<file path="config.mk">
export PLATFORM = sky130hd
export DESIGN_NAME = cbs_core
export DESIGN_NICKNAME = d
export VERILOG_FILES = /design/src/rtl/cbs_pkg.sv /design/src/rtl/cbs_mem.sv /design/src/rtl/cbs_alu.sv /design/src/rtl/cbs_seq.sv /design/src/rtl/cbs_core.sv
export SDC_FILE = /design/constraint.sdc
export NUM_CORES = 2
export LEC_CHECK = 0
export BUFFER_PORTS_ARGS = -buffer_cell sky130_fd_sc_hd__buf_4
export CORE_MARGIN = 2
export CORE_UTILIZATION = 50
export DETAILED_ROUTE_END_ITERATION = 16
export PLACE_DENSITY = 0.76
export SLEW_MARGIN = 10
export SYNTH_ARGS = -nofsm -noshare
export SYNTH_HDL_FRONTEND = slang
export SYNTH_SLANG_ARGS = --single-unit
</file>
<file path="constraint.sdc">
create_clock -name clk -period 27.3 [get_ports clk]
set_input_delay 5.46 -clock clk [delete_from_list [all_inputs] [get_ports clk]]
set_output_delay 5.46 -clock clk [all_outputs]
set_load 0.005 [all_outputs]
</file>
<file path="src/rtl/cbs_pkg.sv">
// Package: shared widths and sequencer states for the check-before-subtract core.
// Assumes 16-bit words and a power-of-two memory depth.
package cbs_pkg;
    localparam int WORD_W    = 16;
    localparam int MEM_WORDS = 256;
    localparam int ADDR_W    = $clog2(MEM_WORDS);

    typedef enum logic [2:0] {
        ST_IDLE  = 3'd0,
        ST_OPX   = 3'd1,
        ST_OPY   = 3'd2,
        ST_OPZ   = 3'd3,
        ST_OPT   = 3'd4,
        ST_RDX   = 3'd5,
        ST_RDY   = 3'd6,
        ST_EXEC  = 3'd7
    } seq_state_t;
endpackage

</file>
<file path="src/rtl/cbs_mem.sv">
// Module: single-port synchronous word memory.
// Read data appears one cycle after the address; a write returns the old word.
module cbs_mem #(
    parameter int DW    = 16,
    parameter int DEPTH = 256,
    localparam int AW   = $clog2(DEPTH)
) (
    input  logic          clk,
    input  logic [AW-1:0] addr,
    input  logic          we,
    input  logic [DW-1:0] wdata,
    output logic [DW-1:0] rdata
);
    logic [DW-1:0] store [DEPTH];

    // Purpose: write on strobe and register the addressed word.
    always_ff @(posedge clk) begin
        if (we) begin
            store[addr] <= wdata;
        end
        rdata <= store[addr];
    end
endmodule

</file>
<file path="src/rtl/cbs_alu.sv">
// Module: unsigned compare-then-subtract unit.
// Reports whether minuend >= subtrahend and the difference; difference is used only on a pass.
module cbs_alu #(
    parameter int DW = 16
) (
    input  logic [DW-1:0] subtrahend,
    input  logic [DW-1:0] minuend,
    output logic          pass,
    output logic [DW-1:0] diff
);
    // Purpose: unsigned test and difference.
    always_comb begin
        pass = (minuend >= subtrahend);
        diff = minuend - subtrahend;
    end

    // Purpose: a passing subtraction never wraps below zero.
    always_comb begin
        if (pass) begin
            assert_no_wrap_R8: assert (diff <= minuend);
        end
    end
endmodule

</file>
<file path="src/rtl/cbs_seq.sv">
// Module: instruction sequencer. Fetches X, Y, Z, T, reads Mem[X] and Mem[Y],
// then writes the difference or branches. Assumes one-cycle memory read latency.
module cbs_seq
    import cbs_pkg::*;
#(
    parameter int DW    = 16,
    parameter int DEPTH = 256,
    localparam int AW   = $clog2(DEPTH)
) (
    input  logic          clk,
    input  logic          rst_n,
    input  logic          start,
    input  logic [DW-1:0] mem_rdata,
    input  logic          alu_pass,
    input  logic [DW-1:0] alu_diff,
    output logic [AW-1:0] mem_addr,
    output logic          mem_we,
    output logic [DW-1:0] mem_wdata,
    output logic [DW-1:0] sub_val,
    output logic          halted,
    output logic [DW-1:0] pc
);
    localparam logic [DW-1:0] LAST_PC  = DW'(DEPTH - 4);
    localparam logic [DW-1:0] TOP_ADDR = DW'(DEPTH);
    localparam logic [DW-1:0] STOP_T   = '1;

    seq_state_t    state;
    logic [DW-1:0] op_x, op_y, op_z, op_t;
    logic [DW-1:0] val_x;
    logic          opnd_bad;

    assign halted  = (state == ST_IDLE);
    assign sub_val = val_x;

    // Purpose: operand addresses must fall inside memory.
    always_comb begin
        opnd_bad = (op_x >= TOP_ADDR) || (op_y >= TOP_ADDR) || (op_z >= TOP_ADDR);
    end

    // Purpose: drive the memory port from the current step.
    always_comb begin
        mem_we    = 1'b0;
        mem_wdata = alu_diff;
        unique case (state)
            ST_OPX:  mem_addr = pc[AW-1:0];
            ST_OPY:  mem_addr = AW'(pc + DW'(1));
            ST_OPZ:  mem_addr = AW'(pc + DW'(2));
            ST_OPT:  mem_addr = AW'(pc + DW'(3));
            ST_RDX:  mem_addr = op_x[AW-1:0];
            ST_RDY:  mem_addr = op_y[AW-1:0];
            ST_EXEC: begin
                mem_addr = op_z[AW-1:0];
                mem_we   = alu_pass;
            end
            default: mem_addr = '0;
        endcase
    end

    // Purpose: step the sequencer and capture operands.
    always_ff @(posedge clk) begin
        if (!rst_n) begin
            state <= ST_IDLE;
            pc    <= '0;
            op_x  <= '0;
            op_y  <= '0;
            op_z  <= '0;
            op_t  <= '0;
            val_x <= '0;
        end else begin
            unique case (state)
                ST_IDLE: begin
                    if (start) begin
                        pc    <= '0;
                        state <= ST_OPX;
                    end
                end
                ST_OPX:  state <= (pc > LAST_PC) ? ST_IDLE : ST_OPY;
                ST_OPY: begin
                    op_x  <= mem_rdata;
                    state <= ST_OPZ;
                end
                ST_OPZ: begin
                    op_y  <= mem_rdata;
                    state <= ST_OPT;
                end
                ST_OPT: begin
                    op_z  <= mem_rdata;
                    state <= ST_RDX;
                end
                ST_RDX: begin
                    op_t  <= mem_rdata;
                    state <= opnd_bad ? ST_IDLE : ST_RDY;
                end
                ST_RDY: begin
                    val_x <= mem_rdata;
                    state <= ST_EXEC;
                end
                ST_EXEC: begin
                    if (alu_pass) begin
                        pc    <= pc + DW'(4);
                        state <= ST_OPX;
                    end else if (op_t == STOP_T) begin
                        state <= ST_IDLE;
                    end else begin
                        pc    <= op_t;
                        state <= ST_OPX;
                    end
                end
                default: state <= ST_IDLE;
            endcase
        end
    end

    // Purpose: start from halt enters the first fetch at address 0.
    assert_start_entry_R2: assert property (@(posedge clk) disable iff (!rst_n)
        (halted && start) |=> (!halted && pc == '0));

    // Purpose: a passed test advances by one instruction.
    assert_seq_step_R3: assert property (@(posedge clk) disable iff (!rst_n)
        (state == ST_EXEC && alu_pass) |=> (pc == $past(pc) + DW'(4)));

    // Purpose: a failed test with a real target lands on that target.
    assert_branch_target_R5: assert property (@(posedge clk) disable iff (!rst_n)
        (state == ST_EXEC && !alu_pass && op_t != STOP_T) |=> (pc == $past(op_t)));

    // Purpose: a halted core stays put until started.
    assert_halt_hold_R6: assert property (@(posedge clk) disable iff (!rst_n)
        (halted && !start) |=> (halted && $stable(pc)));
endmodule

</file>
<file path="src/rtl/cbs_core.sv">
// Module: top of the check-before-subtract core. Shares one memory port between
// the sequencer (while running) and the preload port (while halted).
module cbs_core #(
    parameter int DW    = 16,
    parameter int DEPTH = 256,
    localparam int AW   = $clog2(DEPTH)
) (
    input  logic          clk,
    input  logic          rst_n,
    input  logic          start,
    output logic          halted,
    output logic [DW-1:0] pc,
    input  logic          ld_en,
    input  logic          ld_we,
    input  logic [AW-1:0] ld_addr,
    input  logic [DW-1:0] ld_wdata,
    output logic [DW-1:0] ld_rdata
);
    logic [AW-1:0] seq_addr, m_addr;
    logic          seq_we, m_we;
    logic [DW-1:0] seq_wdata, m_wdata, m_rdata;
    logic [DW-1:0] sub_val, alu_diff;
    logic          alu_pass;

    // Purpose: grant the memory port to the preload side only while halted.
    always_comb begin
        if (halted) begin
            m_addr  = ld_addr;
            m_we    = ld_en && ld_we;
            m_wdata = ld_wdata;
        end else begin
            m_addr  = seq_addr;
            m_we    = seq_we;
            m_wdata = seq_wdata;
        end
    end

    assign ld_rdata = m_rdata;

    cbs_mem #(.DW(DW), .DEPTH(DEPTH)) u_mem (
        .clk   (clk),
        .addr  (m_addr),
        .we    (m_we),
        .wdata (m_wdata),
        .rdata (m_rdata)
    );

    cbs_alu #(.DW(DW)) u_alu (
        .subtrahend (sub_val),
        .minuend    (m_rdata),
        .pass       (alu_pass),
        .diff       (alu_diff)
    );

    cbs_seq #(.DW(DW), .DEPTH(DEPTH)) u_seq (
        .clk       (clk),
        .rst_n     (rst_n),
        .start     (start),
        .mem_rdata (m_rdata),
        .alu_pass  (alu_pass),
        .alu_diff  (alu_diff),
        .mem_addr  (seq_addr),
        .mem_we    (seq_we),
        .mem_wdata (seq_wdata),
        .sub_val   (sub_val),
        .halted    (halted),
        .pc        (pc)
    );

    // Purpose: a write while running comes only from the sequencer.
    assert_run_write_owner_R10: assert property (@(posedge clk) disable iff (!rst_n)
        (!halted && m_we) |-> (m_addr == seq_addr && m_wdata == alu_diff));
endmodule

</file>
Yosys cells after proc, flatten, opt, wreduce, memory -nomap -nowiden:

Memories as Yosys holds them, arrays and structs flattened. A register that Yosys moved wholly into a read port is not among the register bits.
Cells that the tools add are included.

* input bits: 29
* memory bits (writable): 4096
* word-level logic and storage cells: 51
* register bits after elaboration: 99
* memories: 1

Memories
* u_mem.store: depth 256, bits a word 16, read ports 1, clocked after memory_dff 1, write ports 1, line cbs_mem.sv:14 `logic [DW-1:0] store [DEPTH];`

* reduce and logical (&&, ||, !) cells: 6
* mux-type cells: 17
* eq/ne operators: 10
* magnitude comparators: 5
* add/sub/neg operators: 5

Operators by type and width (number)
* $mux 16: 4
* $pmux 8 s7: 1
* $ge 16x9->1 const B: 3
* $pmux 16 s2: 1
* $pmux 3 s8: 1
* $add 16x3->16 const B: 1
* $add 8x2->8 const B: 2
* $eq 16x16->1 const B: 1
* $ge 16x16->1: 1
* $gt 16x8->1 const B: 1
* $sub 16x16->16: 1
* $eq 3x3->1 const B: 4
* $mux 3: 3
* $add 8x1->8 const B: 1
* $mux 8: 1
* $eq 3x2->1 const B: 2
* $mux 1: 5
* $eq 3x1->1 const B: 1
* $logic_not 3->1: 1
* $ne 3x2->1 const B: 1
* $reduce_and 3->1: 1
* $logic_or 1x1->1: 2
* $mux 2: 1
* $ne 2x2->1 const B: 1
* other kinds (2): 2

Depth between registers and ports, before layout:

* depth in word-level cells: 5
* depth in mapped cells: 21
* mapped depth without buffers: 14

Cells and area by module:

Synthesis repeated with hierarchy kept, for this count alone.

* cells, all modules: 7519
* area total of the unflattened synthesis: 161581.2 sq um

Modules (own cells, without submodules)
* cbs_mem: times used 1, seq. area each 123318.3 sq um, area an instance 155399.0 sq um, cells each 6727
* cbs_seq: times used 1, seq. area each 1981.9 sq um, area an instance 4917.2 sq um, cells each 637
* cbs_alu: times used 1, seq. area each 0.0 sq um, area an instance 862.1 sq um, cells each 125
* cbs_core: times used 1, seq. area each 0.0 sq um, area an instance 402.9 sq um, cells each 30

Least setup slack after synthesis:

No wires, ideal clock.

* kind: in2reg
* from: input ld_wdata[15]
* to: memory u_mem.store[0][15] (data pin)
* buffers on the path: 0
* arrival: 15.939 ns
* stages: 2
* path slack: 9.115 ns
* required time: 25.053 ns
* cells stage by stage: o21ai_0 a211oi_1

* cells in the longest elaborated chain, start to end: 1

RTL lines
* from (decl): line cbs_core.sv:16 `input logic [DW-1:0] ld_wdata,`
* $mux 16: line cbs_core.sv:27 `if (halted) begin`
* net m_wdata[15]: line cbs_core.sv:21 `logic [DW-1:0] seq_wdata, m_wdata, m_rdata;`
* to (decl): line cbs_mem.sv:14

The timed path passes the listed nets, and every way through them passes these cells.

Worst setup path in the final report:

* from: input ld_addr[1]
* to: register u_mem.rdata[1] (read register of u_mem.store)

* cells in the longest elaborated chain, start to end: 1

RTL lines
* from (decl): line cbs_core.sv:15 `input logic [AW-1:0] ld_addr,`
* $mux 8: line cbs_core.sv:27
* to (decl): line cbs_mem.sv:12 `output logic [DW-1:0] rdata`

Every way passes these cells.
A chain may end at the register's enable or synchronous reset.

==> results.json <==
{
  "status": "complete, but fails checks",
  "violations": "max-capacitance violations, max-slew violations",
  "drt_wl_total_mm": 422,
  "min_to": "u_seq.op_x[6]$_SDFFE_PN0P_",
  "worst_clock_skew_ns": 0.107,
  "nNetsFinal": 8086,
  "die_h_microns": 574,
  "grt_max_degree": 208,
  "hp-class": "reg2reg",
  "rows": 209,
  "hpwl_mm": 239,
  "async_flop_share": 0,
  "gp_congestion": 0.903,
  "postRouteAntennaNets": 0,
  "synth-seq-cells": 4211,
  "cts-hold-fix-buffers": 0,
  "antenna_found_initial": 15,
  "finalSetupViolations": 0,
  "endpoint_kind": "flop",
  "die_area_sq_um": 329000,
  "drc": 0,
  "hold_violations": 0,
  "tightest_slew_ns": 1.54,
  "htreeDepth": 5,
  "post_synth_inst_count": 7561,
  "areaGrowthSynthToFinish_pct": 12.6,
  "power.density_nw_per_um2": 80.0,
  "reg2reg_from": "u_seq.state[2]$_SDFFE_PN0P_",
  "drtIter0Drc": 14100,
  "vias_per_cell": 6.61,
  "syn-num-nets": 7611,
  "r2r_slack_ns": 16.32,
  "coreArea_sq_um": 324000,
  "period_minus_slack_ns": 11.93,
  "critPathKind": "in2reg",
  "power_mw": 14.6,
  "period_share": 0.437,
  "io_pins": 62,
  "clock.fmax_mhz": 83.8,
  "leakagePower_nw": 57.3,
  "grt_pass1_vias": 82400,
  "die_width_microns": 574,
  "r2r-end": "u_mem.rdata[1]$_DFF_P_",
  "reg2reg_depth": 18,
  "cts.reportedPaths.clkPinSlew_ns": 0.06,
  "cts_tree": "built",
  "rsz0062_at_grt": "no",
  "yosys_warnings": 0,
  "grt_util_all_layers": 0.253,
  "start_util": 0.502,
  "io_buffers": 61,
  "yosysSeqAreaShare": 0.772,
  "required_ns": 28.04,
  "worstHoldStart": "u_seq.op_x[6]$_SDFFE_PN0P_",
  "slew_violations": 2,
  "gr-total-overflow": 0,
  "syn_area_sq_um": 162000,
  "vias": 83900,
  "cts_sinks": 4211,
  "synth_top_flop_cell": "edfxtp_1",
  "drive_above_1_share": 0.257,
  "crit_fanout": 111,
  "post_drt_wl_per_cell_microns": 33.2,
  "grt_pass1_wl_mm": 602,
  "tns_ns": 0,
  "max-slew-margin-rel": -0.0272,
  "cts_made_buffers": 401,
  "hold_depth": 2,
  "synth-edff-count": 4096,
  "fillers": 22800,
  "clk_path_buf_depth": 4,
  "syn_area_per_cell_sq_um": 21.5,
  "synthDistinctLibCells": 76,
  "clock_latency_ns": 0.94,
  "peakVddDrop_uv": 143,
  "clockRootBuffer": "clkbuf_16",
  "cts_resized": 0,
  "startpoint_type": "input pin",
  "max_cap_viol_count": 1,
  "arrival_ns": 12.67,
  "cts_setup_buffers": 0,
  "drt_pre_antenna_iters": 9
}
==> critical path, cell delays in order <==
cell and delay, ns:
buf_4 0.11, o22a_4 0.57, buf_12 0.49, buf_4 0.76
buf_4 0.88, buf_4 0.87, buf_4 0.79, mux4_2 0.43
mux2i_1 0.33, o22ai_1 0.16, a2111oi_2 0.92, buf_4 0.27
nand4_1 0.10
==> cells in the final DEF (no fill, tap or decap), types with 29 or more instances in the layout <==
master,instances
edfxtp_1,4096
mux4_2,1018
buf_4,481
clkbuf_16,406
mux2i_1,372
nor2_1,286
nand2_1,258
a21oi_1,180
o22ai_1,168
a22oi_1,131
dfxtp_1,115
clkinv_1,102
clkbuf_1,90
clkinv_2,64
nand3_1,42
inv_1,32
nand4_1,32
bufinv_16,31
o21ai_0,29
a211oi_1,29
==> synthesized netlist by cell type, types with 5 or more instances <==
library cell,count,share of area
xnor2_1,13,0.00070
nand2b_1,9,0.00035
o211ai_1,20,0.00092
inv_1,32,0.00074
nor2b_1,23,0.00089
nor3_1,23,0.00071
a31oi_1,7,0.00027
a21oi_1,191,0.0059
mux4_2,1018,0.14
buf_1,26,0.00060
edfxtp_1,4096,0.76
a22oi_1,131,0.0061
buf_2,245,0.0076
xor2_1,9,0.00049
clkbuf_1,132,0.0031
o21ai_0,34,0.0010
a211oi_1,31,0.0014
nand3_1,44,0.0014
or3_1,8,0.00031
nand2_1,259,0.0060
o32ai_1,7,0.00038
o21ai_1,9,0.00028
o22ai_1,169,0.0065
nor2_1,303,0.0070
o21a_1,7,0.00032
nand4_1,32,0.0012
a21o_1,5,0.00023
buf_4,14,0.00065
ha_1,19,0.0015
and3_1,13,0.00050
nor4_1,52,0.0020
dfxtp_1,115,0.014
nand3b_1,5,0.00023
mux2i_1,372,0.023
a2111oi_0,16,0.00086
buf_6,7,0.00049
==> area by class of cell <==
class	instances	area [sq um]	share of cell area
repair buffers	496	3890	0.0213
multi-input cells	2889	35500	0.194
clock buffers	499	10500	0.0576
flip-flops and latches	4211	125000	0.685
diodes	15	37.5	0.000205
inverters	37	139	0.000760
well taps	4325	5410	0.0296
clock inverters	230	2060	0.0113
==> worst max-delay path by stage <==
stage	startpoint	to	slack, ns	cells past startpoint
global route	ld_addr[0]	u_mem.rdata[0]$_DFF_P_	15.23	15
detailed placement	ld_addr[1]	u_mem.rdata[0]$_DFF_P_	14.66	13
global placement	ld_addr[0]	u_mem.rdata[5]$_DFF_P_	14.37	14
CTS	ld_addr[1]	u_mem.rdata[0]$_DFF_P_	15.51	13
floorplan	ld_wdata[15]	u_mem.store[0][15]$_DFFE_PP_	9.11	2
finish	ld_addr[1]	u_mem.rdata[1]$_DFF_P_	15.37	13
==> through the flow <==
stage                      util  cell area [sq um]  std cells  setup WS, ns  hold WS [ns]
after global routing      0.565             183000      12700         15.23         0.474
after global placement    0.526             170000      12000         14.37         0.440
after detailed placement  0.526             170000      12000         14.66         0.446
final                     0.565             183000      12700         15.37         0.454
after floorplan               -             162000       7561          9.11         0.432
after CTS                 0.565             183000      12700         15.51         0.454
==> state kept, by name (all words and copies together), names as in the netlist <==
register       flops
u_seq.pc          16
u_seq.op_t        16
u_seq.op_x        16
u_seq.op_z        16
u_mem.rdata       16
u_mem.store     4096
u_seq.op_y        16
u_seq.sub_val     16
u_seq.state        3
==> where the power goes <==
part | leakage [nW] | internal, mW | switching [mW] | total, mW
clock | 6.14 | 3.03 | 2.37 | 5.40
sequential | 37.7 | 7.50 | 0.0406 | 7.54
combinational | 13.4 | 0.510 | 1.18 | 1.69
total | 57.3 | 11.0 | 3.59 | 14.6
==> logic make-up after synthesis <==
| group | after synthesis | synth area share |
|---|---|---|
| compound gates | 666 | 0.0265 |
| xor+xnor | 22 | 0.00119 |
| fa+ha+maj | 21 | 0.00171 |
| buf+inv | 461 | 0.0132 |
| flops | 4211 | 0.772 |
| simple gates | 787 | 0.0213 |
| mux | 1393 | 0.164 |
==> routing by layer <==
metal	vias to the layer above	global-route usage	share of wire
met4	10	0.103	0.045
li1	32700	-	-
met2	6290	0.389	0.47
met1	44000	0.346	0.36
met5	-	0	0.00018
met3	927	0.0662	0.13
No activity file was read; power rests on OpenSTA's default activity.
